### src/rtl/sb_pkg.sv
package sb_pkg;
  localparam int LAT_W = 4;
  typedef logic [LAT_W-1:0] lat_t;

  // Counts down towards zero and holds there.
  function automatic lat_t dec_sat(input lat_t v);
    return (v == '0) ? '0 : v - lat_t'(1);
  endfunction
endpackage

### src/rtl/sb_class_decode.sv
module sb_class_decode
  import sb_pkg::*;
#(
  parameter int NCLASS = 16,
  parameter int NPOOL  = 4,
  parameter logic [NCLASS*LAT_W-1:0]         CLASS_LAT    = 64'h1111_1111_1113_2221,
  parameter logic [NCLASS*$clog2(NPOOL)-1:0] CLASS_POOL   = 32'h0000_0394,
  parameter logic [NPOOL*LAT_W-1:0]          POOL_ISS_LAT = 16'h2111
) (
  input  logic [$clog2(NCLASS)-1:0] cls,
  output lat_t                      op_lat,
  output logic [$clog2(NPOOL)-1:0]  pool,
  output lat_t                      occ_lat
);
  localparam int POOL_W = $clog2(NPOOL);

  always_comb begin
    op_lat  = CLASS_LAT[int'(cls)*LAT_W +: LAT_W];
    pool    = CLASS_POOL[int'(cls)*POOL_W +: POOL_W];
    occ_lat = POOL_ISS_LAT[int'(pool)*LAT_W +: LAT_W];
  end
endmodule

### src/rtl/sb_reg_timers.sv
module sb_reg_timers
  import sb_pkg::*;
#(
  parameter int SLOTS = 4,
  parameter int NREG  = 32
) (
  input  logic                             clk,
  input  logic                             rst_n,
  input  logic [SLOTS-1:0]                 load_en,
  input  logic [SLOTS-1:0][$clog2(NREG)-1:0] load_reg,
  input  logic [SLOTS-1:0][LAT_W-1:0]      load_lat,
  output logic [NREG-1:0]                  reg_ready
);
  assign reg_ready[0] = 1'b1;

  for (genvar r = 1; r < NREG; r++) begin : g_reg
    lat_t cnt_q, cnt_d;
    logic cnt_en;

    always_comb begin
      cnt_d  = dec_sat(cnt_q);
      cnt_en = (cnt_q != '0);
      for (int s = 0; s < SLOTS; s++) begin
        if (load_en[s] && int'(load_reg[s]) == r) begin
          cnt_d  = load_lat[s] - lat_t'(1);
          cnt_en = 1'b1;
        end
      end
    end

    always_ff @(posedge clk or negedge rst_n) begin
      if (!rst_n)      cnt_q <= '0;
      else if (cnt_en) cnt_q <= cnt_d;
    end

    assign reg_ready[r] = (cnt_q == '0);
  end
endmodule

### src/rtl/sb_unit_timers.sv
module sb_unit_timers
  import sb_pkg::*;
#(
  parameter int SLOTS = 4,
  parameter int NPOOL = 4,
  parameter int NUNIT = 4
) (
  input  logic                               clk,
  input  logic                               rst_n,
  input  logic [SLOTS-1:0]                   load_en,
  input  logic [SLOTS-1:0][$clog2(NPOOL)-1:0] load_pool,
  input  logic [SLOTS-1:0][$clog2(NUNIT)-1:0] load_unit,
  input  logic [SLOTS-1:0][LAT_W-1:0]        load_lat,
  output logic [NPOOL-1:0][NUNIT-1:0]        unit_idle
);
  for (genvar p = 0; p < NPOOL; p++) begin : g_pool
    for (genvar u = 0; u < NUNIT; u++) begin : g_unit
      lat_t busy_q, busy_d;
      logic busy_en;

      always_comb begin
        busy_d  = dec_sat(busy_q);
        busy_en = (busy_q != '0);
        for (int s = 0; s < SLOTS; s++) begin
          if (load_en[s] && int'(load_pool[s]) == p && int'(load_unit[s]) == u) begin
            busy_d  = load_lat[s] - lat_t'(1);
            busy_en = 1'b1;
          end
        end
      end

      always_ff @(posedge clk or negedge rst_n) begin
        if (!rst_n)       busy_q <= '0;
        else if (busy_en) busy_q <= busy_d;
      end

      assign unit_idle[p][u] = (busy_q == '0);
    end
  end
endmodule

### src/rtl/sb_issue_pick.sv
module sb_issue_pick #(
  parameter int SLOTS     = 4,
  parameter int NREG      = 32,
  parameter int NPOOL     = 4,
  parameter int NUNIT     = 4,
  parameter int MAX_ISSUE = 3,
  parameter logic [NPOOL*($clog2(NUNIT)+1)-1:0] POOL_MULT = 12'h44A
) (
  input  logic [SLOTS-1:0]                    valid,
  input  logic [SLOTS-1:0][$clog2(NREG)-1:0]  dst,
  input  logic [SLOTS-1:0][$clog2(NREG)-1:0]  src_a,
  input  logic [SLOTS-1:0][$clog2(NREG)-1:0]  src_b,
  input  logic [SLOTS-1:0][$clog2(NPOOL)-1:0] pool,
  input  logic [NREG-1:0]                     reg_ready,
  input  logic [NPOOL-1:0][NUNIT-1:0]         unit_idle,
  output logic [SLOTS-1:0]                    grant,
  output logic [SLOTS-1:0][$clog2(NUNIT)-1:0] unit
);
  localparam int UNIT_W = $clog2(NUNIT);
  localparam int MULT_W = UNIT_W + 1;
  localparam int CNT_W  = $clog2(SLOTS + 1);

  logic [NPOOL-1:0][NUNIT-1:0] taken;
  logic                        blocked;
  logic                        ok;
  logic                        found;
  logic [UNIT_W-1:0]           pick;
  logic [CNT_W-1:0]            n_iss;

  always_comb begin
    grant   = '0;
    unit    = '0;
    taken   = '0;
    blocked = 1'b0;
    n_iss   = '0;
    ok      = 1'b0;
    found   = 1'b0;
    pick    = '0;
    for (int s = 0; s < SLOTS; s++) begin
      ok = valid[s] && !blocked && (n_iss < CNT_W'(MAX_ISSUE));
      ok = ok && reg_ready[src_a[s]] && reg_ready[src_b[s]] && reg_ready[dst[s]];
      // same-group producers: latency is at least one, so never together
      for (int i = 0; i < s; i++) begin
        if (grant[i] && dst[i] != '0 &&
            (dst[i] == src_a[s] || dst[i] == src_b[s] || dst[i] == dst[s]))
          ok = 1'b0;
      end
      found = 1'b0;
      pick  = '0;
      for (int u = 0; u < NUNIT; u++) begin
        if (!found && u < int'(POOL_MULT[int'(pool[s])*MULT_W +: MULT_W]) &&
            unit_idle[pool[s]][u] && !taken[pool[s]][u]) begin
          found = 1'b1;
          pick  = UNIT_W'(u);
        end
      end
      if (ok && found) begin
        grant[s]              = 1'b1;
        unit[s]               = pick;
        taken[pool[s]][pick]  = 1'b1;
        n_iss                 = n_iss + CNT_W'(1);
      end else begin
        blocked = 1'b1;
      end
    end
  end
endmodule

### src/rtl/sb_issue_stage.sv
module sb_issue_stage
  import sb_pkg::*;
#(
  parameter int SLOTS     = 4,
  parameter int NREG      = 32,
  parameter int NCLASS    = 16,
  parameter int NPOOL     = 4,
  parameter int NUNIT     = 4,
  parameter int MAX_ISSUE = 3,
  parameter logic [NCLASS*LAT_W-1:0]               CLASS_LAT    = 64'h1111_1111_1113_2221,
  parameter logic [NCLASS*$clog2(NPOOL)-1:0]       CLASS_POOL   = 32'h0000_0394,
  parameter logic [NPOOL*($clog2(NUNIT)+1)-1:0]    POOL_MULT    = 12'h44A,
  parameter logic [NPOOL*LAT_W-1:0]                POOL_ISS_LAT = 16'h2111
) (
  input  logic                                clk,
  input  logic                                rst_n,
  input  logic [SLOTS-1:0]                    win_valid,
  input  logic [SLOTS-1:0][$clog2(NCLASS)-1:0] win_class,
  input  logic [SLOTS-1:0][$clog2(NREG)-1:0]  win_dst,
  input  logic [SLOTS-1:0][$clog2(NREG)-1:0]  win_src_a,
  input  logic [SLOTS-1:0][$clog2(NREG)-1:0]  win_src_b,
  output logic [SLOTS-1:0]                    iss_grant,
  output logic [SLOTS-1:0][$clog2(NUNIT)-1:0] iss_unit,
  output logic                                iss_stall
);
  localparam int POOL_W = $clog2(NPOOL);
  localparam int UNIT_W = $clog2(NUNIT);

  logic [SLOTS-1:0][LAT_W-1:0]  slot_lat;
  logic [SLOTS-1:0][LAT_W-1:0]  slot_occ;
  logic [SLOTS-1:0][POOL_W-1:0] slot_pool;
  logic [NREG-1:0]              reg_ready;
  logic [NPOOL-1:0][NUNIT-1:0]  unit_idle;
  logic [SLOTS-1:0]             pick_grant;
  logic [SLOTS-1:0][UNIT_W-1:0] pick_unit;
  logic [SLOTS-1:0]             wr_en;

  for (genvar s = 0; s < SLOTS; s++) begin : g_slot
    sb_class_decode #(
      .NCLASS(NCLASS), .NPOOL(NPOOL), .CLASS_LAT(CLASS_LAT),
      .CLASS_POOL(CLASS_POOL), .POOL_ISS_LAT(POOL_ISS_LAT)
    ) u_dec (
      .cls(win_class[s]), .op_lat(slot_lat[s]),
      .pool(slot_pool[s]), .occ_lat(slot_occ[s])
    );
    assign wr_en[s] = pick_grant[s] && (win_dst[s] != '0);
  end

  sb_reg_timers #(.SLOTS(SLOTS), .NREG(NREG)) u_regs (
    .clk(clk), .rst_n(rst_n), .load_en(wr_en), .load_reg(win_dst),
    .load_lat(slot_lat), .reg_ready(reg_ready)
  );

  sb_unit_timers #(.SLOTS(SLOTS), .NPOOL(NPOOL), .NUNIT(NUNIT)) u_units (
    .clk(clk), .rst_n(rst_n), .load_en(pick_grant), .load_pool(slot_pool),
    .load_unit(pick_unit), .load_lat(slot_occ), .unit_idle(unit_idle)
  );

  sb_issue_pick #(
    .SLOTS(SLOTS), .NREG(NREG), .NPOOL(NPOOL), .NUNIT(NUNIT),
    .MAX_ISSUE(MAX_ISSUE), .POOL_MULT(POOL_MULT)
  ) u_pick (
    .valid(win_valid), .dst(win_dst), .src_a(win_src_a), .src_b(win_src_b),
    .pool(slot_pool), .reg_ready(reg_ready), .unit_idle(unit_idle),
    .grant(pick_grant), .unit(pick_unit)
  );

  logic [SLOTS-1:0]             grant_d;
  logic [SLOTS-1:0][UNIT_W-1:0] unit_d;
  logic                         stall_d;

  always_comb begin
    grant_d = pick_grant;
    unit_d  = pick_unit;
    stall_d = |(win_valid & ~pick_grant);
  end

  always_ff @(posedge clk or negedge rst_n) begin
    if (!rst_n) begin
      iss_grant <= '0;
      iss_unit  <= '0;
      iss_stall <= 1'b0;
    end else begin
      iss_grant <= grant_d;
      iss_unit  <= unit_d;
      iss_stall <= stall_d;
    end
  end
endmodule

### config.mk
export PLATFORM = sky130hd
export DESIGN_NAME = sb_issue_stage
export DESIGN_NICKNAME = d
export VERILOG_FILES = /design/src/rtl/sb_pkg.sv /design/src/rtl/sb_class_decode.sv /design/src/rtl/sb_reg_timers.sv /design/src/rtl/sb_unit_timers.sv /design/src/rtl/sb_issue_pick.sv /design/src/rtl/sb_issue_stage.sv
export SDC_FILE = /design/constraint.sdc
export NUM_CORES = 1
export LEC_CHECK = 0
export CAP_MARGIN = 25
export CORE_AREA = 2 2 225 227
export DETAILED_ROUTE_END_ITERATION = 8
export DIE_AREA = 0 0 227 229
export GPL_TIMING_DRIVEN = 0
export MAX_ROUTING_LAYER = met4
export PLACE_DENSITY_LB_ADDON = 0.25
export SLEW_MARGIN = 20
export SYNTH_ARGS = -nofsm -noshare
export SYNTH_HDL_FRONTEND = slang
export SYNTH_SLANG_ARGS = --single-unit
### constraint.sdc
create_clock -name clk -period 14.95 [get_ports clk]
set_input_delay 2.99 -clock clk [delete_from_list [all_inputs] [get_ports clk]]
set_output_delay 2.99 -clock clk [all_outputs]
set_load 0.02 [all_outputs]
==> results of run 1 <==
## metal layers
layer / wire length [um] / track usage / vias to the layer above
met5: 0 / - / -
met2: 39600 / 0.522 / 1317
li1: - / - / 8540
met1: 36900 / 0.458 / 9898
met4: 5700 / 0.206 / 0
met3: 9970 / 0.0970 / 312
## critical path, cell delays in order
cell             delay, ns
clkdlybuf4s50_1       0.57
buf_2                 0.32
mux2i_1               0.12
mux4_2                0.51
o32ai_2               0.71
nor3_1                0.28
or4_1                 0.52
clkbuf_1              0.27
clkbuf_1              0.42
a21oi_1               0.95
ha_1                  0.39
nand3b_1              0.15
or4_1                 0.54
a31oi_1               0.36
nor2b_1               0.25
and2_1                0.23
fa_1                  0.44
nand2_1               0.08
nand3_1               0.08
nor4_1                0.44
o221a_2               0.31
nand3_1               0.48
nor2_1                0.51
clkbuf_1              0.50
o211ai_1              0.22
a22oi_1               0.27
## report_power, final
part	switching (mW)	internal, mW
logic	0.737	0.380
clock network	0.221	0.268
registers	0.0642	0.500
total	1.02	1.15
## cell families (layout without fill, tap and decap cells)
group	Yosys count	in the layout	synth area share
simple gates	856	856	0.246
compound gates	643	643	0.246
buf+inv	227	354	0.0504
flops	169	169	0.240
mux	167	167	0.146
xor+xnor	92	92	0.0457
fa+ha+maj	36	36	0.0260
other cells	1	7	0.000213
## flip-flops by register name (all words and copies together), names as in the netlist
signal,cells
iss_unit,8
iss_stall,1
u_regs.g.cnt_q,124
u_units.g_pool.g_unit.busy_q,32
iss_grant,4
## final timing paths
| check | start | endpoint | slack (ns) | cells after the start |
|---|---|---|---|---|
| max | win_src_a[1] | u_regs.g_reg[4].cnt_q[1]$_DFFE_PN0P_ | 2.47 | 26 |
| min reg2reg | u_regs.g_reg[14].cnt_q[3]$_DFFE_PN0P_ | u_regs.g_reg[14].cnt_q[3]$_DFFE_PN0P_ | 0.56 | 2 |
| min | u_regs.g_reg[14].cnt_q[3]$_DFFE_PN0P_ | u_regs.g_reg[14].cnt_q[3]$_DFFE_PN0P_ | 0.56 | 2 |
| max reg2reg | u_regs.g_reg[30].cnt_q[0]$_DFFE_PN0P_ | u_regs.g_reg[4].cnt_q[1]$_DFFE_PN0P_ | 4.36 | 26 |
| max in group asynchronous | rst_n | u_units.g_pool[3].g_unit[0].busy_q[1]$_DFFE_PN0P_ | 11.86 | 2 |
| min in group asynchronous | rst_n | u_regs.g_reg[31].cnt_q[2]$_DFFE_PN0P_ | 2.37 | 1 |
## layout by cell type (no fill, tap or decap), types with 47 or more instances in the layout
cell and n:
clkdlybuf4s50_1 67, o21ai_0 157, dfrtp_1 169, nand3_1 85, mux2i_1 86, a21oi_1 131, clkbuf_1 124, nor2_1 196
nand2_1 208, nor3_1 93, mux4_2 71, xor2_1 47
## layout make-up
class	instances	share of cell area
Sequential cell	169	0.209
Clock inverter	13	0.00837
Buffer	174	0.0341
Tap cell	672	0.0416
Antenna cell	3	0.000372
Clock buffer	19	0.0219
Timing Repair Buffer	95	0.0462
Multi-Input combinational cell	1798	0.628
Inverter	53	0.00985
==> metrics.txt, run 1 <==
mean post-synth cell area=8.05 um^2; max-capacitance violation count=0; CP arrival=12.89 ns; DRT antenna net count=0; Post-Synthesis Cell Area=17600 um^2; final non-filler cell total=2996; setup slack after layout=2.47 ns; CTS tree=done; Crit Path Class=input pin to register; sequential area share after synthesis=0.240; async set-or-reset flop fraction in the synthesized netlist=1.00; H-Tree Depth=4; Worst-Margin Slew=1.18 ns; Overflow after GRT=0; CP Launch Type=input pin; synthesized instance count=2191; Max clock buf depth=2; Netlist cell types=95; Core Rows=82; top_reg_cell synth=dfrtp_1; Core Box Area=49700 um^2; area grow syn2layout=14.5%; WHS=0.560 ns; max-slew violations=0; Setup TNS=0 ns; Yosys top cell by area=dfrtp_1; pre-CTS setup slack=2.35 ns; Reg area=4230 um^2; Die Ht=229 um; DIE AREA=52000 um^2; Design Area, Final=20200 um^2; vias in the first global route=18900; DR iter-0 viols=2639; status=complete, no violations; insertion delay to the later sink of the worst-skew pair=0.52 ns; largest net degree at the start of global routing=67; Fin. Hold Viols=0; count leader, synth=nand2_1; Peak VDD IR=0.0000975 V; post-detailed-routing wire length=92200 um; min-delay worst type=register to register; Placed Cells=2958; Nets=2426; HPWL Detailed=69800 um; PortBufs=68; Slew HR=0.216; clk sinks=169; wire length per cell=30.8 um; Avg Vias per Cell=6.70; Synth top cells by count=208 x nand2_1, 196 x nor2_1, 169 x dfrtp_1; I/O pins=95; Post-synth EDFFs=0; width of the die=227 um; fin crit share=0.834; clock buffer count from CTS=17; GRT Overall Usage=0.363; critical path fanouts, max=10; CP required=15.36 ns; # setup viols final=0; drt drc=0; Initial Utilization=0.355; Pwr Density=107 nW/um^2; unrepaired setup endpoints after global routing=no; hold buffer count at CTS=0; Ys Warns=0; synth top area cells=dfrtp_1 24%, mux4_2 9.1%, mux2i_1 4.9%, o21ai_0 4.5%, nand2_1 4.4%; top-area cell type share of the netlist area=0.240; fraction of layout cells with a size suffix above 1=0.109; synthesized flop and latch total=169; Worst Skew=0.0318 ns; area of the multi-input gates=12700 um^2; fillers=5149; leak pwr=7.98 nW; RePlAce Congestion=1.05; Power, Total=2.17 mW; clk slew on worst S/H paths=0.08 ns; drt first pass iters=8; CP Capture Type=register; Final min period=12.48 ns; Post-Place Cell Area=19500 um^2; initial antenna violation count=5; post-cts resize count=0; global-route wire length before repair=131000 um; fmax=0.0802 GHz; Via Count=20100; root buf cell=clkbuf_16; setup bufs post-CTS=0; post-layout util=0.407
Note: power is estimated with default switching activity, not from simulation.
==> run 2, diff against run 1 <==
==> constraint.sdc (replaced) <==
create_clock -name clk -period 10.13 [get_ports clk]
set_input_delay 2.026 -clock clk [delete_from_list [all_inputs] [get_ports clk]]
set_output_delay 2.026 -clock clk [all_outputs]
set_load 0.02 [all_outputs]
==> run 2 against run 1 <==
  * Sequential share of layout area fell by 0.13 points
  * Die area stayed put
  * Critical path type unchanged
  * Critical endpoint is now u_regs.g_reg[2].cnt_q[1]$_DFFE_PN0P_
  * Clock skew down 0.0064 ns
==> metrics.txt, run 2 (synthesis results as in run 1) <==
final non-filler cell total=2996; clock buffer count from CTS=17; Worst R2R Start=u_regs.g_reg[30].cnt_q[0]$_DFFE_PN0P_; width of the die=227 um; Critical Path Source=win_dst[1]; CP max stage cell=nand2b_1; fillers=5147; Post-Place Cell Area=19500 um^2; Worst-Margin Slew=1.20 ns; PortBufs=68; Placed Cells=2958; clk sinks=169; DR iter-0 viols=2811; critical path fanouts, max=10; fraction of layout cells with a size suffix above 1=0.116; CTS tree=done; global-route wire length before repair=131000 um; area of the multi-input gates=12800 um^2; WHS=0.560 ns; Crit Path Class=input pin to register; DR top layer=met4; Largest Register=u_regs.g.cnt_q; Fin. Hold Viols=0; Initial Utilization=0.355; Peak VDD IR=0.000144 V; min-delay worst type=register to register; Comb pwr share=0.518; CP top delay family=simple AND/OR/NAND/NOR gates; drt drc=0; HPWL Detailed=69800 um; CP Launch Type=input pin; leak pwr=8.04 nW; DRT antenna net count=0; # setup viols final=0; drt first pass iters=6; post-detailed-routing wire length=92100 um; Worst Hold Launch=u_regs.g_reg[14].cnt_q[3]$_DFFE_PN0P_; met2 wire len=39400 um; Largest register FFs=124; fmax=0.101 GHz; Design Area, Final=20300 um^2; commonest non-fill, non-tap cell in the layout=nand2_1; internal power=1.70 mW; most frequent cells in the layout=207 x nand2_1, 194 x nor2_1, 169 x dfrtp_1; CP required=10.49 ns; RePlAce Congestion=1.05; Die Ht=229 um; Pwr Density=159 nW/um^2; Reg area=4230 um^2; wire length per cell=30.7 um; Switching Fraction=0.472; status=complete, no violations; Slew HR=0.199; area grow syn2layout=15.2%; largest registers=u_regs.g.cnt_q x124, u_units.g_pool.g_unit.busy_q x32, iss_unit x8; Core Box Area=49700 um^2; Overflow after GRT=0; clk slew on worst S/H paths=0.08 ns; Max clock buf depth=2; I/O pins=95; Setup TNS=0 ns; CP dominant cell by count=or4_1; initial antenna violation count=5; root buf cell=clkbuf_16; Power, Total=3.22 mW; GRT Overall Usage=0.363; net switching power=1.52 mW; Avg Vias per Cell=6.71; vias in the first global route=18800; H-Tree Depth=4; largest net degree at the start of global routing=67; Nets=2426; Max stage delay on crit path=0.67 ns; WP buf/inv=6; insertion delay to the later sink of the worst-skew pair=0.51 ns; CP arrival=10.30 ns; max-slew violations=0; CP Capture Type=register; fin crit share=0.981; Worst Skew=0.0255 ns; Clock Power Share=0.223; Final min period=9.94 ns; Core Rows=82; Reg power frac=0.259; WL met1=37000 um; DR WL met3=9820 um; DIE AREA=52000 um^2; max-capacitance violation count=0; Via Count=20100
-- run 2: cell types whose count changed in the layout (fill, tap and decap cells not counted), moves of 3 or more --
cell / change
nor4_1: -3
o311ai_0: -3
o311ai_1: +3
clkbuf_1: -7
buf_4: +3
clkbuf_2: +4
-- run 2: area by class of cell --
| class | instances | share of cell area |
|---|---|---|
| multi-input combinational | 1798 | 0.629 |
| clock buffer | 19 | 0.0218 |
| clock inverter | 13 | 0.00832 |
| sequential | 169 | 0.208 |
| antenna | 3 | 0.000370 |
| inverter | 53 | 0.00980 |
| tap | 672 | 0.0414 |
| timing repair buffer | 98 | 0.0470 |
| buffer | 171 | 0.0336 |
-- run 2: worst register-to-register path, delay by kind of cell (launching register included) --
| family | cells | cell delay [ns] |
|---|---|---|
| and+or+nand+nor | 11 | 3.52 |
| adders and majority gates | 2 | 0.71 |
| DFF | 1 | 0.45 |
| muxes | 1 | 0.17 |
| AOI/OAI and AO/OA | 7 | 2.03 |
| buffers and inverters | 6 | 2.13 |
-- run 2: per-stage QoR --
stage	utilization	setup WS [ns]
3_5_place_dp	0.393	-1.51
6_report	0.409	0.188
4_1_cts	0.406	0.00532
2_1_floorplan	-	1.37
3_3_place_gp	0.386	-2.87
5_1_grt	0.409	-0.0371
-- run 2: path summary, 6_finish.rpt --
| check | to | slack [ns] | depth (start not counted) |
|---|---|---|---|
| max in group asynchronous | u_units.g_pool[3].g_unit[0].busy_q[1]$_DFFE_PN0P_ | 8.00 | 2 |
| setup reg to reg | u_regs.g_reg[2].cnt_q[1]$_DFFE_PN0P_ | 0.96 | 27 |
| min in group asynchronous | u_regs.g_reg[31].cnt_q[2]$_DFFE_PN0P_ | 1.42 | 1 |
| hold reg to reg | u_regs.g_reg[14].cnt_q[3]$_DFFE_PN0P_ | 0.56 | 2 |
| setup / recovery | u_regs.g_reg[2].cnt_q[1]$_DFFE_PN0P_ | 0.19 | 27 |
| hold / removal | u_regs.g_reg[14].cnt_q[3]$_DFFE_PN0P_ | 0.56 | 2 |
-- run 2: power groups by stage --
stage	registers, mW	logic [mW]	clock network, mW
after floorplan	0.818	0.919	0
after global placement	0.834	1.52	0
after detailed placement	0.841	1.57	0
after CTS	0.828	1.58	0.735
after global routing	0.844	1.72	0.760
final	0.833	1.67	0.719
-- run 2: routing by layer --
| layer | vias to the layer above | global-route usage |
|---|---|---|
| met5 | - | - |
| met4 | 0 | 0.204 |
| met3 | 322 | 0.0915 |
| met2 | 1349 | 0.523 |
| met1 | 9890 | 0.461 |
| li1 | 8531 | - |
-- run 2: what timing repair did --
item,in CTS,in global routing
resized for setup,14,13
pin swaps,1,2
cloned,0,0
hold buffers,0,0
setup endpoints to repair,155,158
setup buffers,0,3
